<file path="src/rtl/casc_irq_pkg.sv">
package casc_irq_pkg;
  localparam int unsigned CTRL_LINES   = 8;
  localparam int unsigned CASC_INPUT   = 2;
  localparam int unsigned EOI_BIT      = 5;
  localparam logic [7:0]  M_CTRL_ADDR  = 8'h20;
  localparam logic [7:0]  M_MASK_ADDR  = 8'h21;
  localparam logic [7:0]  S_CTRL_ADDR  = 8'hA0;
  localparam logic [7:0]  S_MASK_ADDR  = 8'hA1;
  localparam logic [7:0]  M_VEC_BASE   = 8'h08;
  localparam logic [7:0]  S_VEC_BASE   = 8'h70;
  localparam logic [7:0]  NONE_CODE    = 8'hFF;

  // Byte reported for a serviced line: offset plus local index, or the idle code.
  function automatic logic [7:0] svc_code(input logic any, input logic [7:0] idx,
                                          input logic [7:0] ofs);
    return any ? (ofs + idx) : NONE_CODE;
  endfunction
endpackage

</file>
<file path="src/rtl/pirq_sync.sv">
module pirq_sync #(
  parameter int unsigned W = 16
) (
  input  logic         clk,
  input  logic         rst,
  input  logic [W-1:0] d,
  output logic [W-1:0] q
);
  logic [W-1:0] stage1;

  always_ff @(posedge clk) begin
    if (rst) begin
      stage1 <= '0;
      q      <= '0;
    end else begin
      stage1 <= d;
      q      <= stage1;
    end
  end
endmodule

</file>
<file path="src/rtl/pirq_unit.sv">
module pirq_unit #(
  parameter  int unsigned LINES = 8,
  localparam int unsigned IW    = $clog2(LINES)
) (
  input  logic             clk,
  input  logic             rst,
  input  logic [LINES-1:0] req,
  input  logic             mask_we,
  input  logic [LINES-1:0] mask_wd,
  input  logic             eoi,
  input  logic             take,
  output logic             irq_out,
  output logic [IW-1:0]    pick,
  output logic [LINES-1:0] mask_q,
  output logic [LINES-1:0] isr_q,
  output logic             svc_any,
  output logic [IW-1:0]    svc_idx
);
  logic [LINES-1:0] pend, allow, elig, isr_nxt;
  logic             blocked;

  // Lines strictly above the most urgent in-service line may still request.
  always_comb begin
    pend    = req & ~mask_q;
    blocked = 1'b0;
    for (int i = 0; i < LINES; i++) begin
      blocked  = blocked | isr_q[i];
      allow[i] = ~blocked;
    end
    elig = pend & allow;
  end

  // Lowest index wins in both searches: scan downward, last hit kept.
  always_comb begin
    irq_out = 1'b0;
    pick    = '0;
    svc_any = 1'b0;
    svc_idx = '0;
    for (int i = LINES - 1; i >= 0; i--) begin
      if (elig[i]) begin
        irq_out = 1'b1;
        pick    = IW'(i);
      end
      if (isr_q[i]) begin
        svc_any = 1'b1;
        svc_idx = IW'(i);
      end
    end
  end

  always_comb begin
    isr_nxt = isr_q;
    if (eoi && svc_any) isr_nxt[svc_idx] = 1'b0;
    if (take && irq_out) isr_nxt[pick] = 1'b1;
  end

  always_ff @(posedge clk) begin
    if (rst) begin
      mask_q <= '1;
      isr_q  <= '0;
    end else begin
      if (mask_we) mask_q <= mask_wd;
      isr_q <= isr_nxt;
    end
  end
endmodule

</file>
<file path="src/rtl/casc_irq_ctrl.sv">
module casc_irq_ctrl
  import casc_irq_pkg::*;
#(
  parameter  int unsigned LINES = CTRL_LINES,
  parameter  int unsigned CASC  = CASC_INPUT,
  localparam int unsigned IW    = $clog2(LINES),
  localparam int unsigned NREQ  = 2 * LINES
) (
  input  logic            clk,
  input  logic            rst,
  input  logic [NREQ-1:0] irq_req,
  input  logic            reg_wr,
  input  logic            reg_rd,
  input  logic [7:0]      reg_addr,
  input  logic [7:0]      reg_wdata,
  output logic [7:0]      reg_rdata,
  input  logic            cpu_ack,
  output logic            cpu_int,
  output logic [7:0]      ack_vector
);
  logic [NREQ-1:0]  req_s;
  logic [LINES-1:0] m_req, s_req;
  logic [LINES-1:0] m_mask_q, s_mask_q, m_isr_q, s_isr_q;
  logic             m_irq, s_irq, m_svc_any, s_svc_any;
  logic [IW-1:0]    m_pick, s_pick, m_svc_idx, s_svc_idx;
  logic             m_mask_we, s_mask_we, m_eoi, s_eoi, s_take;

  pirq_sync #(.W(NREQ)) u_sync (
    .clk(clk), .rst(rst), .d(irq_req), .q(req_s)
  );

  assign s_req = req_s[NREQ-1:LINES];

  // Master input CASC carries the slave's request; the raw line there is unused.
  for (genvar g = 0; g < LINES; g++) begin : g_mreq
    if (g == CASC) begin : g_casc
      assign m_req[g] = s_irq;
    end else begin : g_line
      assign m_req[g] = req_s[g];
    end
  end

  assign m_mask_we = reg_wr && (reg_addr == M_MASK_ADDR);
  assign s_mask_we = reg_wr && (reg_addr == S_MASK_ADDR);
  assign m_eoi     = reg_wr && (reg_addr == M_CTRL_ADDR) && reg_wdata[EOI_BIT];
  assign s_eoi     = reg_wr && (reg_addr == S_CTRL_ADDR) && reg_wdata[EOI_BIT];
  assign s_take    = cpu_ack && m_irq && (m_pick == IW'(CASC));

  pirq_unit #(.LINES(LINES)) u_master (
    .clk(clk), .rst(rst), .req(m_req), .mask_we(m_mask_we),
    .mask_wd(reg_wdata[LINES-1:0]), .eoi(m_eoi), .take(cpu_ack),
    .irq_out(m_irq), .pick(m_pick), .mask_q(m_mask_q), .isr_q(m_isr_q),
    .svc_any(m_svc_any), .svc_idx(m_svc_idx)
  );

  pirq_unit #(.LINES(LINES)) u_slave (
    .clk(clk), .rst(rst), .req(s_req), .mask_we(s_mask_we),
    .mask_wd(reg_wdata[LINES-1:0]), .eoi(s_eoi), .take(s_take),
    .irq_out(s_irq), .pick(s_pick), .mask_q(s_mask_q), .isr_q(s_isr_q),
    .svc_any(s_svc_any), .svc_idx(s_svc_idx)
  );

  always_ff @(posedge clk) begin
    if (rst) begin
      cpu_int    <= 1'b0;
      ack_vector <= '0;
    end else begin
      cpu_int <= m_irq;
      if (cpu_ack) begin
        if (!m_irq)     ack_vector <= M_VEC_BASE + 8'(LINES - 1);
        else if (s_take) ack_vector <= S_VEC_BASE + 8'(s_pick);
        else            ack_vector <= M_VEC_BASE + 8'(m_pick);
      end
    end
  end

  always_ff @(posedge clk) begin
    if (rst) begin
      reg_rdata <= '0;
    end else if (reg_rd) begin
      case (reg_addr)
        M_CTRL_ADDR: reg_rdata <= svc_code(m_svc_any, 8'(m_svc_idx), 8'd0);
        S_CTRL_ADDR: reg_rdata <= svc_code(s_svc_any, 8'(s_svc_idx), 8'(LINES));
        M_MASK_ADDR: reg_rdata <= 8'(m_mask_q);
        S_MASK_ADDR: reg_rdata <= 8'(s_mask_q);
        default:     reg_rdata <= NONE_CODE;
      endcase
    end
  end
endmodule

</file>
<file path="config.mk">
export PLATFORM = sky130hd
export DESIGN_NAME = casc_irq_ctrl
export DESIGN_NICKNAME = d
export VERILOG_FILES = /design/src/rtl/casc_irq_pkg.sv /design/src/rtl/pirq_sync.sv /design/src/rtl/pirq_unit.sv /design/src/rtl/casc_irq_ctrl.sv
export SDC_FILE = /design/constraint.sdc
export NUM_CORES = 1
export LEC_CHECK = 0
export ABC_AREA = 1
export BUFFER_PORTS_ARGS = -buffer_cell sky130_fd_sc_hd__buf_2
export CAP_MARGIN = 20
export CORE_MARGIN = 3
export CORE_UTILIZATION = 42
export DETAILED_ROUTE_END_ITERATION = 7
export HOLD_SLACK_MARGIN = 0.15
export PLACE_DENSITY = 0.62
export SETUP_SLACK_MARGIN = 0.1
export SKIP_LAST_GASP = 1
export SLEW_MARGIN = 20
export SYNTH_ARGS = -nofsm -noshare
export SYNTH_HDL_FRONTEND = slang
export SYNTH_HIERARCHICAL = 1
export SYNTH_SLANG_ARGS = --single-unit
</file>
<file path="constraint.sdc">
create_clock -name clk -period 3.31 [get_ports clk]
set_clock_uncertainty 0.2 [all_clocks]
set_input_delay 0.1655 -clock clk [delete_from_list [all_inputs] [get_ports clk]]
set_output_delay 0.1655 -clock clk [all_outputs]
set_load 0.05 [all_outputs]
</file>
==> impl_metrics.yaml, run 1 <==
status:
  status: "completed"
worst_setup_path:
  cp-start-kind: "register"
  path_class: "reg2reg"
  reg2reg_depth: 19
  required_ps: 3390
  end_kind: "register"
  cp.arrival_ps: 3050
  r2r_setup_slack_ps: 340
  crit_path_max_fanout: 5
detailed_routing:
  ant_nets: 0
  vias: 3387
  drt_wl_total_mm: 8.78
  drtIter0Drc: 231
  dr.pass1.iters: 6
  wl_per_cell_um: 12.4
  viasPerCell: 4.78
  drc_errors: 0
cts:
  cts_buffers: 9
  clkTransAtPathRegs_ps: 80
  cts_root_buffer: "clkbuf_8"
  ctsLongestPathBuffers: 2
  cts_tree: "done"
  clk_latency_ps: 350
  post_cts_buffers: 0
  clock-sinks: 76
  htreeDepth: 3
final_layout:
  layout-drive-gt1-share_pct: 21.0
  n_antenna_cell: 0
  syn2layout_area_growth_pct: 24.2
  nets: 636
  fill_cells: 799
  regArea_mm2: 0.00152
  fin_cells: 709
  multi_input_area_mm2: 0.00172
power:
  p_leak_nw: 2.11
  vdd_ir_drop_max_mv: 0.318
  cellPowerDensity_mw_per_mm2: 413
job:
  drv_cap: 0
synthesis:
  syn_area_mm2: 0.00364
  syn_inst: 512
  syn_nets: 549
  yosys_warnings: 6
  syn_avg_cell_area_um2: 7.12
min_path:
  timing.hold.worst.class: "in2reg"
  min_path_cells: 7
timing:
  setup_violations: 0
  drv_slew: 0
  finalHoldViolCount: 0
  max_freq_mhz: 337
  grt_setup_unrepaired: "true"
  worstMarginPinSlew_ps: 715
  finalCritPeriodShare_pct: 89.8
  setup_tns_ps: 0
  period_needed_ps: 2970
  max_slew_margin_pct: 52.3
die:
  ios: 54
  die_h_um: 99.2
  start_util_pct: 43.7
  rows: 33
  core-area_mm2: 0.00834
  die_area_mm2: 0.00983
  die-width_um: 99.2
global_routing:
  grt_max_degree: 39
  grt_overflow: 0
  grt_pass1_wl_mm: 14.7
  grt_pass1_vias: 3169
  antenna_found_initial: 0
  gr-usage-all-layers_pct: 18.6
place:
  post-place-cells: 655
  place_congestion: 0.866
  io_buffers: 51
  dp.final_hpwl_mm: 6.34
==> sequential cells by signal, indices dropped and copies added (netlist names) <==
signal and count:
cpu_int 1, u_sync/stage1 15, u_sync/q 15, u_master/isr_q 8, u_master/mask_q 8, u_slave/mask_q 8, u_slave/isr_q 8, reg_rdata 8
ack_vector 5
==> stage by stage <==
stage               total power, mW  setup slack, ps  hold slack (ps)  util, %  instance area (um^2)
floorplan                      1.07              784             34.6        -                  3640
global placement               1.11              461              166     47.2                  3930
detailed placement             1.11              332              171     47.2                  3930
CTS                            1.88              182              183     54.2                  4520
global route                   1.95             55.5              150     54.3                  4530
finish                         1.87              339              115     54.3                  4530
==> area by class of cell <==
cell class,instances,area share (%)
multi-input cells,340,37.9
flip-flops and latches,76,33.6
repair buffers,90,14.2
inverters,82,6.80
clock buffers,10,3.04
well taps,105,2.90
clock inverters,6,1.58
==> cells in the final DEF (no fill, tap or decap), types with 4 or more instances in the layout <==
master         count
o21ai_0           28
dlygate4sd3_1     38
nor2_2             8
nor3_1             5
inv_1             71
a21oi_1           31
clkbuf_8          10
nand3_1           61
buf_2             51
nor2_4             8
nand2_4            4
nand2_2           15
nor2_1            67
inv_2             11
dfxtp_1           76
nand2_1           84
==> timing repair <==
action / CTS / global route
hold endpoints to repair: 56 / 1
endpoints found under the setup margin: 0 / 4
gates resized for setup: 0 / 1
hold buffers: 38 / 1
==> final timing paths <==
| check | to | from |
|---|---|---|
| max | u_slave/isr_q[3] | u_slave/isr_q[0] |
| min | reg_rdata[2] | reg_addr[4] |
| max reg2reg | u_slave/isr_q[3] | u_slave/isr_q[0] |
| min reg2reg | u_sync/q[7] | u_sync/stage1[7] |
==> power by group <==
group | total (mW) | switching (mW) | internal, mW
logic | 0.176 | 0.106 | 0.0700
clock network | 0.739 | 0.364 | 0.375
registers | 0.953 | 0.0110 | 0.942
==> metal layers <==
| metal | routed length [um] | GRT usage [%] |
|---|---|---|
| met1 | 4350 | 26.5 |
| met2 | 3810 | 28.3 |
| met3 | 536 | 4.56 |
| met4 | 87 | 4.52 |
| met5 | 0 | 0 |
==> worst max-delay path, cell delays in order, from the launching register on <==
cell     delay [ps]
dfxtp_1         380
nor2_4          180
nand2_4         100
nor3_4          180
nand2_2          70
o21ai_2         180
nor2_1           80
nand2_1         100
nand3_1         120
nand2_2         110
inv_1            50
a21oi_1         210
inv_1            60
nor2_1          110
nand2_1         110
inv_2           130
inv_1            80
nor3_2          220
nand3_1         110
a21oi_1         130
No activity file was read; power rests on OpenSTA's default activity.
==> run 2, diff against run 1 <==
--- a/config.mk
+++ b/config.mk
@@ -8,6 +8,7 @@
 export ABC_AREA = 1
 export BUFFER_PORTS_ARGS = -buffer_cell sky130_fd_sc_hd__buf_2
 export CAP_MARGIN = 20
+export CORE_ASPECT_RATIO = 1.25
 export CORE_MARGIN = 3
 export CORE_UTILIZATION = 42
 export DETAILED_ROUTE_END_ITERATION = 7
==> impl_metrics.yaml, run 2 (synthesis gave the netlist of run 1 again) <==
timing:
  worstMarginPinSlew_ps: 592
  setup_violations: 0
  max_slew_margin_pct: 60.4
  timing.hold.ws_ps: 198
  finalHoldViolCount: 0
  period_needed_ps: 2880
  setup_tns_ps: 0
  max_freq_mhz: 347
  worst_slack_ps: 432
  drv_slew: 0
  finalCritPeriodShare_pct: 87.0
  grt_setup_unrepaired: "false"
status:
  status: "completed"
detailed_routing:
  wl_per_cell_um: 12.4
  drtIter0Drc: 195
  viasPerCell: 4.85
  ant_nets: 0
  drt_wl_total_mm: 8.68
  vias: 3393
  dr.pass1.iters: 4
  drc_errors: 0
worst_setup_path:
  path_class: "reg2reg"
  required_ps: 3400
  crit_path_max_fanout: 5
  cp.arrival_ps: 2960
  reg2reg_depth: 20
  cp-start-kind: "register"
  end_kind: "register"
global_routing:
  grt_pass1_vias: 3172
  grt_max_degree: 34
  grt-busiest-layer: "met2"
  grtUsageMet3_pct: 3.64
  gr-usage-all-layers_pct: 18.7
  grt_use_met2_pct: 30.8
  grt_overflow: 0
  antenna_found_initial: 0
  grt_pass1_wl_mm: 14.2
  use_met1_pct: 22.9
cts:
  clkTransAtPathRegs_ps: 80
  clk_latency_ps: 350
  cts_root_buffer: "clkbuf_8"
  ctsLongestPathBuffers: 2
  clock-sinks: 76
  cts_tree: "done"
  htreeDepth: 3
  cts_buffers: 9
final_layout:
  final_common_cell: "nand2_1"
  nets: 635
  syn2layout_area_growth_pct: 25.2
  reg_top3: "u_sync/q: 15 flops, u_sync/stage1: 15 flops"
  fin_cells: 700
  final_cell_mix: "nand2_1 (84), dfxtp_1 (76), inv_1 (71)"
  layout-drive-gt1-share_pct: 21.4
  n_antenna_cell: 0
die:
  rows: 37
  die_area_mm2: 0.00984
  core-area_mm2: 0.00833
  start_util_pct: 43.7
  die-width_um: 89.3
  ios: 54
  die_h_um: 110
place:
  io_buffers: 51
  place_ws_ps: 390
  dp.final_hpwl_mm: 6.29
  place_congestion: 0.905
  post-place-cells: 647
power:
  vdd_ir_drop_max_mv: 0.243
  finalPower_mw: 2.05
  p_leak_nw: 2.13
  cellPowerDensity_mw_per_mm2: 449
min_path:
  timing.hold.worst.class: "in2reg"
  min_path_cells: 7
job:
  drv_cap: 0
[run 2: critical path, cell delays in order, from the launching register on]
cell and delay, ps:
dfxtp_1 370, nor2_4 190, nand2_4 90, nor2_2 100, nand3_1 90, and2_1 180, inv_1 60, nor2_1 50
nand2_1 70, nand3_1 120, nand2_1 100, nand2_2 90, nand2_2 120, inv_1 60, nor2_1 140, nand2_1 130
inv_2 120, inv_1 70, nor3_2 230, nand3_1 110, a21oi_1 120
[run 2: layout make-up]
class / instances / area (um^2)
clock buffers: 10 / 128
flip-flops and latches: 76 / 1520
fillers: 801 / 3770
well taps: 97 / 121
inverters: 82 / 308
multi-input cells: 340 / 1720
repair buffers: 89 / 628
clock inverters: 6 / 136
[run 2: worst paths after layout]
path / startpoint / end / slack [ps]
setup / recovery: u_slave/isr_q[0] / u_slave/isr_q[3] / 430
hold / removal: reg_addr[0] / reg_rdata[6] / 200
setup reg to reg: u_slave/isr_q[0] / u_slave/isr_q[3] / 430
hold reg to reg: u_sync/stage1[0] / u_sync/q[0] / 200
[run 2: timing repair]
item | CTS | global route
setup endpoints to repair | 0 | 2
resized for setup | 0 | 2
buffers inserted | 0 | 2
hold endpoints to repair | 65 | 0
hold buffers | 35 | 0
[run 2: power breakdown]
| group | internal [mW] | switching [mW] | leakage, nW |
|---|---|---|---|
| sequential | 0.942 | 0.0103 | 0.623 |
| clock | 0.579 | 0.345 | 0.127 |
| combinational | 0.0670 | 0.106 | 1.38 |
| total | 1.59 | 0.461 | 2.13 |
[run 2: layer usage]
layer / vias up / part of all wire (%)
li1: 1777 / -
met1: 1502 / 46
met2: 96 / 47
met3: 18 / 4.8
met4: 0 / 2.3
met5: - / 0
[run 2: through the flow]
stage	instance area [um^2]	utilization, %
floorplan	3640	-
global placement	3920	47.1
detailed placement	3920	47.1
CTS	4540	54.5
global route	4560	54.7
finish	4560	54.7
